$ cat config.mk
export PLATFORM = sky130hd
export DESIGN_NAME = dma_xfer_seq
export DESIGN_NICKNAME = d
export VERILOG_FILES = /design/src/rtl/dma_seq_pkg.sv /design/src/rtl/dma_ptr_reg.sv /design/src/rtl/dma_cnt_reg.sv /design/src/rtl/dma_seq_ctrl.sv /design/src/rtl/dma_xfer_seq.sv
export SDC_FILE = /design/constraint.sdc
export NUM_CORES = 1
export LEC_CHECK = 0
export BUFFER_PORTS_ARGS = -buffer_cell sky130_fd_sc_hd__clkbuf_2
export CORE_MARGIN = 2
export CORE_UTILIZATION = 40
export DETAILED_ROUTE_END_ITERATION = 8
export MAX_ROUTING_LAYER = met4
export PLACE_DENSITY = 0.68
export SETUP_SLACK_MARGIN = 0.02
export SLEW_MARGIN = 20
export SYNTH_ARGS = -nofsm -noshare
export SYNTH_HDL_FRONTEND = slang
export SYNTH_HIERARCHICAL = 1
export SYNTH_SLANG_ARGS = --single-unit
$ cat constraint.sdc
create_clock -name clk -period 2.5 [get_ports clk]
set_input_delay 0.25 -clock clk [delete_from_list [all_inputs] [get_ports clk]]
set_output_delay 0.25 -clock clk [all_outputs]
set_load 0.02 [all_outputs]
$ cat src/rtl/dma_seq_pkg.sv
package dma_seq_pkg;
  typedef enum logic [3:0] {
    ST_IDLE = 4'd0,
    ST_F1, ST_F2, ST_F3, ST_F4,
    ST_D1, ST_D2, ST_D3, ST_D4,
    ST_I1, ST_I2
  } seq_state_e;

  typedef enum logic [1:0] {
    STEP_HOLD  = 2'b00,
    STEP_INC   = 2'b01,
    STEP_DEC   = 2'b10,
    STEP_HOLDX = 2'b11
  } step_e;
endpackage

$ cat src/rtl/dma_ptr_reg.sv
module dma_ptr_reg #(
  parameter int W = 16
) (
  input  logic         clk,
  input  logic         rst_n,
  input  logic         load,
  input  logic [W-1:0] load_val,
  input  logic         upd,
  input  logic [1:0]   step,
  output logic [W-1:0] ptr
);
  import dma_seq_pkg::*;

  always_ff @(posedge clk) begin
    if (!rst_n) begin
      ptr <= '0;
    end else if (load) begin
      ptr <= load_val;
    end else if (upd) begin
      unique case (step_e'(step))
        STEP_INC: ptr <= ptr + W'(1);
        STEP_DEC: ptr <= ptr - W'(1);
        default:  ptr <= ptr;
      endcase
    end
  end
endmodule

$ cat src/rtl/dma_cnt_reg.sv
module dma_cnt_reg #(
  parameter int W = 16
) (
  input  logic         clk,
  input  logic         rst_n,
  input  logic         load,
  input  logic [W-1:0] load_val,
  input  logic         dec,
  output logic         is_zero,
  output logic         is_one
);
  logic [W-1:0] cnt_q;

  always_ff @(posedge clk) begin
    if (!rst_n)    cnt_q <= '0;
    else if (load) cnt_q <= load_val;
    else if (dec)  cnt_q <= cnt_q - W'(1);
  end

  assign is_zero = (cnt_q == '0);
  assign is_one  = (cnt_q == W'(1));
endmodule

$ cat src/rtl/dma_seq_ctrl.sv
module dma_seq_ctrl (
  input  logic clk,
  input  logic rst_n,
  input  logic dst_sync,
  input  logic tc_en,
  input  logic req,
  input  logic cnt_zero,
  input  logic cnt_one,
  output logic idle,
  output logic ack,
  output logic rd_ph,
  output logic wr_ph,
  output logic cap,
  output logic upd,
  output logic rel,
  output logic done
);
  import dma_seq_pkg::*;

  seq_state_e state, nxt;
  logic mode_q, go_q, term_q, done_q;
  logic smp, last, term_now;

  assign smp      = mode_q ? (state == ST_D3) : (state == ST_D1);
  assign last     = mode_q ? (state == ST_I2) : (state == ST_D4);
  assign term_now = tc_en && cnt_one;

  always_comb begin
    nxt = state;
    unique case (state)
      ST_IDLE: if (req && !(tc_en && cnt_zero)) nxt = ST_F1;
      ST_F1:   nxt = ST_F2;
      ST_F2:   nxt = ST_F3;
      ST_F3:   nxt = ST_F4;
      ST_F4:   nxt = ST_D1;
      ST_D1:   nxt = ST_D2;
      ST_D2:   nxt = ST_D3;
      ST_D3:   nxt = ST_D4;
      ST_D4:   nxt = mode_q ? ST_I1 : (go_q ? ST_F1 : ST_IDLE);
      ST_I1:   nxt = ST_I2;
      ST_I2:   nxt = go_q ? ST_F1 : ST_IDLE;
      default: nxt = ST_IDLE;
    endcase
  end

  always_ff @(posedge clk) begin
    if (!rst_n) begin
      state  <= ST_IDLE;
      mode_q <= 1'b0;
      go_q   <= 1'b0;
      term_q <= 1'b0;
      done_q <= 1'b0;
    end else begin
      state  <= nxt;
      done_q <= last && term_q;
      if (nxt == ST_F1) mode_q <= dst_sync;
      if (smp) begin
        term_q <= term_now;
        go_q   <= req && !term_now;
      end
    end
  end

  assign idle  = (state == ST_IDLE);
  assign ack   = mode_q ? (state == ST_D1) : (state == ST_F1);
  assign rd_ph = (state == ST_F2) || (state == ST_F3);
  assign wr_ph = (state == ST_D2) || (state == ST_D3);
  assign cap   = (state == ST_F3);
  assign upd   = (state == ST_D4);
  assign rel   = (state == ST_I1) || (state == ST_I2);
  assign done  = done_q;
endmodule

$ cat src/rtl/dma_xfer_seq.sv
module dma_xfer_seq #(
  parameter int AW = 16,
  parameter int DW = 16,
  parameter int CW = 16
) (
  input  logic          clk,
  input  logic          rst_n,
  input  logic          cfg_dst_sync,
  input  logic          cfg_tc_en,
  input  logic [1:0]    cfg_src_step,
  input  logic [1:0]    cfg_dst_step,
  input  logic          ld_en,
  input  logic [AW-1:0] ld_src,
  input  logic [AW-1:0] ld_dst,
  input  logic [CW-1:0] ld_cnt,
  input  logic          req,
  output logic          ack,
  output logic [AW-1:0] bus_addr,
  output logic          bus_rd,
  output logic          bus_wr,
  output logic [DW-1:0] bus_wdata,
  input  logic [DW-1:0] bus_rdata,
  output logic          bus_rel,
  output logic          done
);
  localparam int NPTR = 2;

  logic idle, rd_ph, wr_ph, cap, upd, cnt_zero, cnt_one, load_ok;
  logic [DW-1:0] hold_q;
  logic [AW-1:0] ptr_ld  [NPTR];
  logic [1:0]    ptr_stp [NPTR];
  logic [AW-1:0] ptr_q   [NPTR];

  assign load_ok    = ld_en && idle;
  assign ptr_ld[0]  = ld_src;
  assign ptr_ld[1]  = ld_dst;
  assign ptr_stp[0] = cfg_src_step;
  assign ptr_stp[1] = cfg_dst_step;

  dma_seq_ctrl u_ctrl (
    .clk(clk), .rst_n(rst_n), .dst_sync(cfg_dst_sync), .tc_en(cfg_tc_en),
    .req(req), .cnt_zero(cnt_zero), .cnt_one(cnt_one), .idle(idle),
    .ack(ack), .rd_ph(rd_ph), .wr_ph(wr_ph), .cap(cap), .upd(upd),
    .rel(bus_rel), .done(done)
  );

  for (genvar i = 0; i < NPTR; i++) begin : g_ptr
    dma_ptr_reg #(.W(AW)) u_ptr (
      .clk(clk), .rst_n(rst_n), .load(load_ok), .load_val(ptr_ld[i]),
      .upd(upd), .step(ptr_stp[i]), .ptr(ptr_q[i])
    );
  end

  dma_cnt_reg #(.W(CW)) u_cnt (
    .clk(clk), .rst_n(rst_n), .load(load_ok), .load_val(ld_cnt),
    .dec(upd), .is_zero(cnt_zero), .is_one(cnt_one)
  );

  always_ff @(posedge clk) begin
    if (!rst_n)   hold_q <= '0;
    else if (cap) hold_q <= bus_rdata;
  end

  assign bus_rd    = rd_ph;
  assign bus_wr    = wr_ph;
  assign bus_addr  = rd_ph ? ptr_q[0] : (wr_ph ? ptr_q[1] : '0);
  assign bus_wdata = wr_ph ? hold_q : '0;
endmodule

Yosys cells after proc, flatten, opt, wreduce, memory -nomap -nowiden

Index checks and enable logic that the tools add are counted.

$add $sub $neg: 5
Reduce and logical (&&, ||, !) cells: 18
Muxes and demuxes: 18
Equality and inequality tests: 16

Operators with widths:

| operator              | number |
|---|---|
| $mux 16               | 9 |
| $pmux 16 s2           | 2 |
| $sub 16x1->16 const B | 3 |
| $pmux 4 s11           | 1 |
| $add 16x1->16 const B | 2 |
| $eq 16x1->1 const B   | 1 |
| $eq 4x3->1 const B    | 4 |
| $logic_not 16->1      | 1 |
| $eq 4x4->1 const B    | 3 |
| $eq 4x1->1 const B    | 2 |
| $eq 4x2->1 const B    | 2 |
| $mux 4                | 2 |
| $logic_and 1x1->1     | 6 |
| $reduce_bool 3->1     | 2 |
| $eq 2x1->1 const B    | 2 |
| $eq 2x2->1 const B    | 2 |
| $logic_not 4->1       | 1 |
| $mux 1                | 4 |
| $reduce_and 2->1      | 2 |
| $logic_or 1x1->1      | 3 |
| $logic_not 1->1       | 2 |
| $reduce_bool 2->1     | 1 |

Logic and storage cells: 66
Input bits: 74
Register bits: 72
Output and inout port bits: 37

Longest topological paths before layout

Gate-level depths: netlist (run 1).

Depth after elaboration: 7
Depth in mapped cells: 10
Depth with buffers taken out: 8

Modules after synthesis

Netlist (run 1), hierarchy kept.

By module, submodules not included:

| module       | area each (um^2) | instances | cells each | sequential area each (um^2) |
|---|---|---|---|---|
| dma_ptr_reg  | 1435.1           | 2         | 184        | 320.3 |
| dma_xfer_seq | 912.1            | 1         | 91         | 320.3 |
| dma_cnt_reg  | 884.6            | 1         | 108        | 320.3 |
| dma_seq_ctrl | 494.2            | 1         | 59         | 160.2 |

Worst setup path before layout (run 1)

OpenSTA, ideal clock, no wires.

Path kind: register -> register
From: reg u_ctrl.state[3]
To: reg u_cnt.cnt_q[7]
Library setup time: 133 ps
Setup slack: -126 ps
Clock period less this slack: 2626 ps
Cell stages (with the launch flop): 10
Path buffers: 3
Data required time: 2367 ps
Arrival time: 2493 ps
Path through: dfxtp_1 > buf_2 > nand2_1 > nor3_1 > clkbuf_1 > or3b_2 > clkbuf_1 > nor4_1 > xnor2_1 > a21oi_1

Elaborated cells between the ends (all ways): 5
Those cells by class: 1 x eq/ne; 1 x mux; 3 x reduce/logical

RTL lines:

| item                               | line               | source |
|---|---|---|
| start, declared                    | dma_seq_ctrl.sv:20 | `seq_state_e state, nxt;` |
| start signal, assigned             | dma_seq_ctrl.sv:54 | `state <= nxt;` |
| $eq 4x4->1                         | dma_seq_ctrl.sv:69 | `assign upd = (state == ST_D4);` |
| named net upd                      | dma_xfer_seq.sv:28 | `logic idle, rd_ph, wr_ph, cap, upd, cnt_zero, cnt_one, load_ok;` |
| $reduce_bool 2->1 (no source line) | --                 |  |
| end signal, assigned               | dma_cnt_reg.sv:16  | `else if (load) cnt_q <= load_val;` |
| end signal, assigned               | dma_cnt_reg.sv:17  | `else if (dec) cnt_q <= cnt_q - W'(1);` |
| end, declared                      | dma_cnt_reg.sv:12  | `logic [W-1:0] cnt_q;` |

The timed path passes the listed nets, and every way through them passes these cells.
A chain may end at the register's enable or synchronous reset.

Worst setup path after layout (run 1)

From: reg u_cnt.cnt_q[6]
To: reg u_ctrl.go_q

Longest elaborated chain between the ends: 4

RTL lines:

| item                 | line               | source |
|---|---|---|
| $eq 16x1->1          | dma_cnt_reg.sv:21  | `assign is_one = (cnt_q == W'(1));` |
| named net cnt_one    | dma_xfer_seq.sv:28 |  |
| $logic_and 1x1->1    | dma_seq_ctrl.sv:26 | `assign term_now = tc_en && cnt_one;` |
| $logic_not 1->1      | dma_seq_ctrl.sv:59 | `go_q <= req && !term_now;` |
| $logic_and 1x1->1    | dma_seq_ctrl.sv:59 |  |
| end signal, assigned | dma_seq_ctrl.sv:59 |  |
| end, declared        | dma_seq_ctrl.sv:21 | `logic mode_q, go_q, term_q, done_q;` |

The timed path passes the listed nets, and every way through them passes these cells.

==> results by group, run 1 <==
Pwr
  – NetSw: roughly 1.1 mW
  – Leak Pwr: between 2 and 2.5 nW
  – Power Density: slightly below 600 nW/um^2
  – Clock Power Share: between 30% and 40%
  – Gate power share: a little under a quarter
  – Int Power: between 2 and 3 mW
  – Sequential power share: between 30% and 40%
  – Sw Share: between 30% and 40%
  – VDD IR max: between 0.0002 and 0.0003 V
  – Total Power: 3.65 mW

STA
  – Relative slew margins: 57.6%
  – Slew Limit Fails: 0
  – Final period utilization: 91.5%
  – Max Freq: approximately 440 MHz
  – Worst slew pin tran: about 0.63 ns
  – Hold Fails Final Rpt: 0
  – Unrepaired setup endpoints after global routing: false
  – Setup violators final: 0
  – Fin Clk Skew: 0.00761 ns
  – TNS Setup: 0 ns
  – Final min period: about 2.3 ns

Min path
  – Worst min-delay path class: in -> reg

Layout
  – Area Growth Syn to Fin: 20.6%
  – Final net count: 810
  – Ratio of cells with drive above 1 in the final layout: 29.3%
  – Layout Utilization: around half
  – Antenna fix cells: 0
  – Fill cells: 1255
  – Design Area, Final: 6220 sq um

Detailed routing
  – # DRC: 0
  – WL per Instance: 15.8 um
  – Initial DRC Count: a little under 400
  – Drt pass-1 iters: 5
  – Routed Antenna Nets: 0
  – Vias: slightly above 5000
  – Avg Vias per Cell: 5.69
  – Overall routed net length: 14.3 mm

Status
  – Status: complete, no violations

Logic synthesis
  – Async S/R FF share, synth: 0%
  – Cell Area, Synth: between 5000 and 6000 sq um
  – Syn Area/Cell: 8.24 sq um
  – Share of the synthesized area in the top cell type: 27.9%
  – Ys flop type: dfxtp_1
  – Most instantiated library cell after synthesis: dfxtp_1
  – Synth Instances: around 630
  – Synth area leaders: dfxtp_1 (28%), xnor2_1 (5.4%), mux2i_1 (5.2%)
  – FF+latch count, synth: between 70 and 80
  – Total of warnings raised by yosys: 6
  – Synth cell types: between 60 and 70
  – Area leader, netlist: dfxtp_1
  – Post-synth EDFFs: 0
  – Post-synth top cells: dfxtp_1 (72), a21oi_1 (43), o21ai_0 (36)
  – Seq/Total Area, Yosys: between 20 and 30%
  – Post-synth net total: between 700 and 800

Global routing
  – Antenna violations before repair: 0
  – Largest net degree at the start of global routing: 53
  – Vias in the first global route: 4793
  – First-pass GRT wire length: ~23 mm
  – GRT Total Usage: approximately a fifth
  – GR Overflow Total: 0

Place
  – Area after DPL: 5890 sq um
  – GP Congestion: just over 0.9
  – Port Buffers: 110
  – HPWL Detailed: approximately 11 mm

Clock network
  – Post-CTS sizing: 0
  – Skew-Pair Late Insertion Delay: roughly 0.34 ns
  – H-Tree Depth: 3
  – Clock transition at path regs: approximately 0.06 ns
  – Clock buffer count from CTS: 9
  – Setup Fix Bufs, Post-CTS: 0
  – Clock Sinks: 72
  – CTS root buf: clkbuf_16
  – Max Buffers Root-to-Sink: 2
  – CTS tree: yes
  – # hold bufs at CTS: 0

Floorplan
  – Area of the core: approximately 13000 sq um
  – Total die area: about 14000 sq um
  – Initial core utilization: about two fifths
  – Width of the die: 118 um
  – Ports: 111
  – Row count: between 40 and 50
  – Die H: approximately 120 um

Setup path
  – Setup crit end kind: flop
  – WP data required: around 2.7 ns
  – CP Launch Type: flop
  – Crit path DAT: 2.51 ns
  – Max stage delay on crit path: around 0.58 ns
  – Worst path slowest cell: or4b_4
  – CP max FO: 4
  – Number of buffers and inverters on the critical path: 0
  – Worst-path cell chain: or4_1 -> or4b_4 -> nor4b_1 -> and2_1 -> nor2b_1 -> mux2i_1 -> nor2_1
  – Top delay family on crit path: simple AND/OR/NAND/NOR gates
  – Setup CP Type: reg -> reg

Job
  – Max Cap Viol: 0
final timing paths:
check                                     from       endpoint  slack (ns)  cells past startpoint
worst max-delay path            u_cnt/cnt_q[6]    u_ctrl/go_q        0.21                      7
worst min register to register   u_ctrl/term_q  u_ctrl/term_q        0.49                      2
worst max register to register  u_cnt/cnt_q[6]    u_ctrl/go_q        0.21                      7
worst min-delay path              cfg_dst_sync  u_ctrl/mode_q        0.14                      3
per-stage QoR:
step,instances,hold slack (ns),setup slack [ns]
after global routing,909,0.166,0.0945
after floorplan,626,0.372,0.0514
final,909,0.139,0.212
after CTS,909,0.132,0.213
after detailed placement,893,0.477,0.229
after global placement,893,0.472,0.292
kinds of logic (layout without fill, tap and decap cells):
family | Yosys count | in the layout | synth area share [%]
AOI/OAI and AO/OA | 148 | 148 | 19.8
xor gates and xnor gates | 42 | 42 | 7.13
adders and majority gates | 4 | 4 | 0.970
buffers and inverters | 64 | 175 | 7.25
DFF | 72 | 72 | 27.9
muxes | 29 | 29 | 5.67
and+or+nand+nor | 267 | 267 | 31.3
layout by cell type (no fill, tap or decap), drive strengths merged, types with 5 or more instances in the layout:
cell type and count:
nand3b 5, inv 11, buf 36, nor4b 5, and2 23, clkbuf 120, nor4 21, nand3 18
xor2 10, nor2 32, o221ai 6, and4 6, xnor2 32, or4 19, nor3b 7, nand2b 10
nor3 22, and3 6, mux2i 27, or3 19, clkinv 6, nor2b 21, a31oi 10, nand2 31
o31ai 6, a21oi 45, a22o 15, dfxtp 72, nand4 12, o21ai 37
routing by layer:
layer | share of wire [%] | vias to the layer above | global-route usage, % | routed length (um)
li1 | - | 2538 | - | -
met1 | 45 | 2402 | 26.7 | 6510
met2 | 47 | 210 | 33.4 | 6710
met3 | 6.2 | 18 | 3.73 | 890
met4 | 1.5 | 0 | 7.15 | 208
met5 | 0 | - | - | 0
sequential cells by signal (all words and copies together), names as in the netlist:
signal and count:
g_ptr.u_ptr/ptr 32, hold_q 16, u_cnt/cnt_q 16, u_ctrl/done 1, u_ctrl/go_q 1, u_ctrl/mode_q 1
u_ctrl/state 4, u_ctrl/term_q 1
layout make-up:
class	count	area, sq um	share of cell area, %
clock buffer	10	239	3.84
clock inverter	6	91.3	1.47
inverter	13	48.8	0.784
multi-input combinational	490	3370	54.1
sequential	72	1440	23.2
tap	172	215	3.46
timing repair buffer	146	821	13.2
power by group through the flow:
stage	registers, mW	logic (mW)	clock network, mW
2_1_floorplan	1.34	0.624	0
3_3_place_gp	1.40	0.809	0
3_5_place_dp	1.40	0.825	0
4_1_cts	1.38	0.829	1.46
5_1_grt	1.40	0.920	1.51
6_report	1.39	0.836	1.43
worst register-to-register path: cells and delay by family (launching register included):
| kind | cells | cell delay (ns) |
|---|---|---|
| and+or+nand+nor | 6 | 1.71 |
| DFF | 1 | 0.34 |
| muxes | 1 | 0.13 |
No activity file was read; power rests on OpenSTA's default activity.
==> run 2: changes to the inputs <==
- PLACE_DENSITY: 0.68 -> 0.66
- SKIP_LAST_GASP: unset -> 1
- clock period: 2.5 -> 2.4 ns (I/O delays scaled with it)
==> run 2 against run 1 <==
Routed wire length grew 1.1%. Cell count grew 0.33%. Global-route usage grew 0.82 points. Combinational power grew 4.9%. Critical endpoint is now u_ctrl/mode_q. Clock power grew 3%. First-iteration DRC count shrank 3.1%. Register-to-register slack lost 0.07 ns.
==> results by group, run 2 (synthesis results as in run 1) <==
Setup path
  – WP data required: 2.63 ns (-0.09 ns)
  – CP max FO: 4 (unchanged)
  – Crit path DAT: 2.49 ns (-0.02 ns)
  – Setup crit end kind: flop
  – CP Launch Type: flop
  – Setup CP Type: reg -> reg

Clock network
  – CTS tree: yes
  – Skew-Pair Late Insertion Delay: 0.35 ns (about the same)
  – Clock buffer count from CTS: 9 (unchanged)
  – Clock Sinks: 72 (unchanged)
  – Clock transition at path regs: 0.06 ns (about the same)
  – Max Buffers Root-to-Sink: 2 (unchanged)
  – Setup Fix Bufs, Post-CTS: 0 (unchanged)
  – CTS root buf: clkbuf_16
  – H-Tree Depth: 3 (unchanged)

Layout
  – Max reg flops: 32 (unchanged)
  – Design Area, Final: 6250 sq um (+0.44%)
  – Fill cells: 1245 (-0.80%)
  – Largest register by flop count: g_ptr.u_ptr/ptr
  – Most common cell after layout, fill and taps aside: clkbuf_2
  – Regs by FF count: g_ptr.u_ptr/ptr (32), hold_q (16), u_cnt/cnt_q (16)
  – Antenna fix cells: 0 (unchanged)
  – Commonest non-fill, non-tap cells in the layout: clkbuf_2 (110), dfxtp_1 (72), a21oi_1 (43), buf_4 (39), o21ai_0 (36)
  – Ratio of cells with drive above 1 in the final layout: 29.6% (+0.29 points)
  – Final net count: 813 (+0.37%)
  – Area Growth Syn to Fin: 21.1%
  – Layout Utilization: 49.5% (+0.22 points)

Detailed routing
  – Avg Vias per Cell: 5.67 (-0.25%)
  – Vias: 5172 (+0.077%)
  – Initial DRC Count: 379 (-3.1%)
  – Overall routed net length: 14.5 mm (+1.1%)
  – WL per Instance: 15.9 um (+0.80%)
  – # DRC: 0 (unchanged)
  – Drt pass-1 iters: 5 (unchanged)
  – Routed Antenna Nets: 0 (unchanged)

Global routing
  – Antenna violations before repair: 0 (unchanged)
  – Vias in the first global route: 4864 (+1.5%)
  – GR Overflow Total: 0 (unchanged)
  – Largest net degree at the start of global routing: 41 (-23%)
  – GRT Total Usage: 21.7% (+0.82 points)
  – First-pass GRT wire length: 24.1 mm (+3.6%)

STA
  – Fin Clk Skew: 0.00860 ns (+0.000993 ns)
  – Slew Limit Fails: 0 (unchanged)
  – Worst slew pin tran: 0.605 ns (-0.0293 ns)
  – Relative slew margins: 59.1% (+1.5 points)
  – Max Freq: 443 MHz (+1.4%)
  – WHS: 0.124 ns (-0.0148 ns)
  – TNS Setup: 0 ns (unchanged)
  – Setup violators final: 0 (unchanged)
  – Final period utilization: 94.1% (+2.5 points)
  – Unrepaired setup endpoints after global routing: false
  – Final min period: 2.26 ns (-0.0307 ns)
  – Hold Fails Final Rpt: 0 (unchanged)

Pwr
  – NetSw: 1.18 mW (+4.5%)
  – Sw Share: 31.0% (+0.23 points)
  – Int Power: 2.61 mW (+3.3%)
  – Leak Pwr: 2.37 nW (about the same)
  – Clock Power Share: 38.7% (-0.5 points)
  – Gate power share: 23.1% (+0.2 points)
  – Sequential power share: 38.1% (+0.2 points)
  – VDD IR max: 0.000339 V (+17%)
  – Power Density: 606 nW/um^2 (+3.2%)

Floorplan
  – Row count: 41 (unchanged)
  – Width of the die: 118 um (unchanged)
  – Total die area: 13800 sq um (unchanged)
  – Die H: 118 um (unchanged)
  – Area of the core: 12600 sq um (unchanged)
  – Initial core utilization: 40.9% (unchanged)
  – Ports: 111 (unchanged)

Status
  – Status: complete, no violations

Place
  – Area after DPL: 5920 sq um (+0.49%)
  – HPWL Detailed: 10.6 mm (+0.77%)
  – GP Congestion: 0.930 (-0.62%)
  – Port Buffers: 110 (unchanged)

Job
  – Max Cap Viol: 0 (unchanged)

Min path
  – Worst min-delay path class: in -> reg
## run 2: changes by cell type in the layout (fill, tap and decap cells not counted), sizes merged
| cell | delta |
|---|---|
| inv | -1 |
| buf | +3 |
| clkinvlp | +1 |
## run 2: layer usage
metal	vias to the layer above	share of wire, %	wire [um]	GRT usage, %
met1	2431	47	6790	28.2
met2	159	46	6720	34.0
met4	0	2.5	369	8.73
li1	2555	-	-	-
met5	-	0	0	-
met3	27	4.2	609	3.34
## run 2: timing repair
| action | in CTS | in global routing |
|---|---|---|
| endpoints found under the setup margin | 0 | 1 |
| hold buffers | 0 | 0 |
| resized for setup | 0 | 1 |
## run 2: final timing paths
check / startpoint / endpoint / slack [ns] / depth (start not counted)
hold / removal: cfg_dst_sync / u_ctrl/mode_q / 0.12 / 3
setup reg to reg: u_cnt/cnt_q[6] / u_ctrl/mode_q / 0.14 / 7
hold reg to reg: hold_q[9] / hold_q[9] / 0.51 / 2
setup / recovery: u_cnt/cnt_q[6] / u_ctrl/mode_q / 0.14 / 7
## run 2: final cells by class
cell class,count,area [sq um],share of cell area [%]
flip-flops and latches,72,1440,23.1
clock inverters,6,93.8,1.50
well taps,172,215,3.44
clock buffers,10,229,3.66
repair buffers,149,843,13.5
inverters,13,48.8,0.781
multi-input cells,490,3380,54.1
## run 2: critical path: stages, from the launching register on
cell	delay, ns
dfxtp_1	0.34
or4_1	0.55
or4b_4	0.58
nor4_1	0.20
nand2_1	0.09
nand3b_1	0.16
a2111oi_4	0.09
mux2i_1	0.12
## run 2: stage by stage
stage,setup WS [ns],std cells,power [mW]
CTS,0.149,912,3.80
floorplan,0.0397,626,2.05
global route,0.0241,912,3.97
finish,0.142,912,3.79
global placement,0.161,896,2.32
detailed placement,0.165,896,2.33
## run 2: power groups by stage
stage	Clock (mW)	Combinational [mW]	Sequential, mW
2_1_floorplan	0	0.652	1.40
3_3_place_gp	0	0.858	1.46
3_5_place_dp	0	0.865	1.46
4_1_cts	1.48	0.872	1.44
5_1_grt	1.54	0.972	1.46
6_report	1.47	0.877	1.44
==> run 3: changes to the inputs <==
- ABC_AREA: unset -> 1
- PLACE_DENSITY: 0.66 -> 0.65
- SETUP_SLACK_MARGIN: 0.02 -> 0.5
==> run 3 against run 2 <==
Non-clock buffer count is 11 lower. Die area is 13% higher. Highest routed layer unchanged. Register-to-register slack better by 0.49 ns. Clock power is 3% lower. Sequential share of layout area is 3.1 points lower.
==> results by group, run 3 <==
Clock network
  – Clock buffer count from CTS: 9 (unchanged)
  – Max Buffers Root-to-Sink: 2 (unchanged)
  – # hold bufs at CTS: 0 (unchanged)
  – H-Tree Depth: 3 (unchanged)
  – CTS tree: yes
  – CTS root buf: clkbuf_16
  – Skew-Pair Late Insertion Delay: 0.34 ns (about the same)
  – Clock Sinks: 72 (unchanged)
  – Clock transition at path regs: 0.06 ns (about the same)

Logic synthesis
  – Total of warnings raised by yosys: 6 (unchanged)
  – Async S/R FF share, synth: 0% (unchanged)
  – Post-synth top cells: nand2_1 (303), inv_1 (135), nor2_1 (78)
  – Synth cell types: 37 (-44%)
  – Post-synth net total: 1036 (+47%)
  – Area leader, netlist: dfxtp_1
  – Synth Instances: 958 (+53%)
  – Post-synth EDFFs: 0 (unchanged)
  – FF+latch count, synth: 72 (unchanged)
  – Synth area leaders: dfxtp_1 (25%), nand2_1 (20%), inv_1 (8.7%)
  – Share of the synthesized area in the top cell type: 24.7% (-3.2 points)
  – Ys flop type: dfxtp_1
  – Cell Area, Synth: 5830 sq um (+13%)
  – Seq/Total Area, Yosys: 24.7% (-3.2 points)
  – Most instantiated library cell after synthesis: nand2_1
  – Syn Area/Cell: 6.09 sq um (-26%)

Pwr
  – Sequential power share: 34.7% (-3.4 points)
  – Int Power: 2.63 mW (+0.68%)
  – Leak Pwr: 3.61 nW (+53%)
  – NetSw: 1.43 mW (+22%)
  – Sw Share: 35.3% (+4.2 points)
  – Total Power: 4.06 mW (+7.3%)
  – Power Density: 559 nW/um^2 (-7.8%)
  – Clock Power Share: 35.0% (-3.7 points)
  – Gate power share: 30.3% (+7.2 points)
  – VDD IR max: 0.000546 V (+61%)

Layout
  – Final net count: 1152 (+42%)
  – Antenna fix cells: 0 (unchanged)
  – Commonest non-fill, non-tap cells in the layout: nand2_1 (279), inv_1 (127), clkbuf_2 (94), nor2_1 (70), nand3_1 (70)
  – Ratio of cells with drive above 1 in the final layout: 26.9% (-2.7 points)
  – Largest register by flop count: g_ptr.u_ptr/ptr
  – Regs by FF count: g_ptr.u_ptr/ptr (32), hold_q (16), u_cnt/cnt_q (16)
  – Most common cell after layout, fill and taps aside: nand2_1
  – Fill cells: 1519 (+22%)
  – Area Growth Syn to Fin: 24.7%
  – Max reg flops: 32 (unchanged)

STA
  – TNS Setup: 0 ns (unchanged)
  – Max Freq: 513 MHz (+16%)
  – Relative slew margins: 58.6% (-0.54 points)
  – Hold Fails Final Rpt: 0 (unchanged)
  – Setup violators final: 0 (unchanged)
  – Unrepaired setup endpoints after global routing: true
  – Final min period: 1.95 ns (-0.307 ns)
  – Worst slew pin tran: 0.621 ns (+0.0159 ns)
  – Fin Clk Skew: 0.00798 ns (-0.000625 ns)
  – Slew Limit Fails: 0 (unchanged)
  – Final period utilization: 81.3% (-13 points)

Global routing
  – GR Overflow Total: 0 (unchanged)
  – Vias in the first global route: 6067 (+25%)
  – First-pass GRT wire length: 28.6 mm (+19%)
  – Antenna violations before repair: 0 (unchanged)
  – Largest net degree at the start of global routing: 33 (-20%)
  – GRT Total Usage: 22.7% (+1.0 points)

Detailed routing
  – Avg Vias per Cell: 5.08 (-10%)
  – Initial DRC Count: 364 (-4.0%)
  – Vias: 6421 (+24%)
  – Drt pass-1 iters: 5 (unchanged)
  – Overall routed net length: 17.4 mm (+20%)
  – # DRC: 0 (unchanged)
  – Routed Antenna Nets: 0 (unchanged)
  – WL per Instance: 13.7 um (-13%)

Min path
  – Hold Path Cell Cnt: 3 (unchanged)
  – Worst min-delay path class: in -> reg
  – Min-delay src: ld_cnt[2]

Floorplan
  – Width of the die: 125 um (+6.1%)
  – Area of the core: 14400 sq um (+14%)
  – Ports: 111 (unchanged)
  – Row count: 44 (+7.3%)
  – Initial core utilization: 40.6% (-0.32 points)
  – Total die area: 15600 sq um (+13%)
  – Die H: 125 um (+6.1%)

Status
  – Status: complete, no violations

Setup path
  – WP data required: 2.16 ns (-0.47 ns)
  – Top delay family on crit path: simple AND/OR/NAND/NOR gates
  – CP max FO: 8 (+4)
  – Worst-path cell chain: inv_4 -> nor2_4 -> inv_2 -> nor2_4 -> inv_4 -> nor2_4 -> nand2_1 -> nand2_1 -> clkbuf_8
  – Number of buffers and inverters on the critical path: 4 (+4)
  – Worst path slowest cell: dfxtp_4
  – Most used cell, CP: nor2_4
  – Critical path launch point: u_ctrl/state[2]
  – Worst r2r path cells: 9 (+2)
  – Setup crit end kind: output pin
  – CP Launch Type: flop
  – Crit path DAT: 1.71 ns (-0.78 ns)
  – CP Depth: 9 (+2)
  – RR Startpoint: u_ctrl/state[3]
  – Setup CP Type: reg -> out
  – Max stage delay on crit path: 0.38 ns (-0.20 ns)

Job
  – Max Cap Viol: 0 (unchanged)

Place
  – HPWL Detailed: 12.5 mm (+18%)
  – Port Buffers: 110 (unchanged)
  – GP Congestion: 0.906 (-2.6%)
[run 3: cell count changes after synthesis, sizes merged, moves of 20 or more]
cell and change:
mux2i -27, nor2 +65, nand3 +57, nor4 -20, nand2 +314, a22oi +29
nor2b -21, inv +136, xnor2 -31
[run 3: routing by layer]
metal  part of all wire (%)  up-vias  GRT usage (%)  routed length (um)
li1                       -     3292              -                   -
met1                     45     2910           28.5                7870
met2                     47      194           37.3                8140
met3                    5.9       25           4.08                1020
met4                    1.9        0           6.87                 329
met5                      0        -              -                   0
[run 3: final cells by class]
type / instances / area, sq um / share of cell area (%)
flip-flops and latches: 72 / 1450 / 20.0
well taps: 184 / 230 / 3.17
multi-input cells: 707 / 3750 / 51.6
repair buffers: 138 / 958 / 13.2
inverters: 146 / 562 / 7.72
clock inverters: 5 / 63.8 / 0.877
clock buffers: 11 / 253 / 3.47
[run 3: power groups by stage]
stage	Combinational [mW]	Sequential, mW	Clock [mW]
floorplan	0.885	1.39	0
global placement	1.13	1.43	0
detailed placement	1.13	1.43	0
CTS	1.19	1.40	1.47
global route	1.38	1.42	1.50
finish	1.23	1.41	1.42
[run 3: final timing paths]
| path | slack [ns] | to |
|---|---|---|
| worst max-delay path | 0.45 | bus_addr[9] |
| worst min-delay path | 0.15 | u_cnt/cnt_q[2] |
| worst max register to register | 0.63 | g_ptr[0].u_ptr/ptr[7] |
| worst min register to register | 0.47 | hold_q[1] |
[run 3: timing repair]
item                       in CTS  in global routing
pin swaps                       8                 19
setup buffers                  11                  3
cloned                          1                  1
gates resized for setup        63                 45
setup endpoints to repair      69                 71
[run 3: per-stage QoR]
stage	cell area, sq um	setup WS (ns)	cells	util [%]	hold WS [ns]
finish	7270	0.449	1263	50.6	0.151
global route	7270	0.360	1263	50.6	0.172
CTS	7100	0.436	1259	49.4	0.139
detailed placement	6470	0.145	1231	45.0	0.462
global placement	6470	0.201	1231	45.0	0.457
floorplan	5840	0.518	958	-	0.338
[run 3: tightest hold or removal path: stages]
cell,delay (ns)
clkbuf_2,0.08
nand2_1,0.05
a31oi_1,0.07
[run 3: cell families (layout without fill, tap and decap cells)]
group,count (synthesis),in the layout,share of synthesized area [%]
xor+xnor,16,16,2.53
fa+ha+maj,4,4,0.858
buf+inv,180,300,13.8
compound gates,144,144,15.9
simple gates,542,543,42.3
flops,72,72,24.7
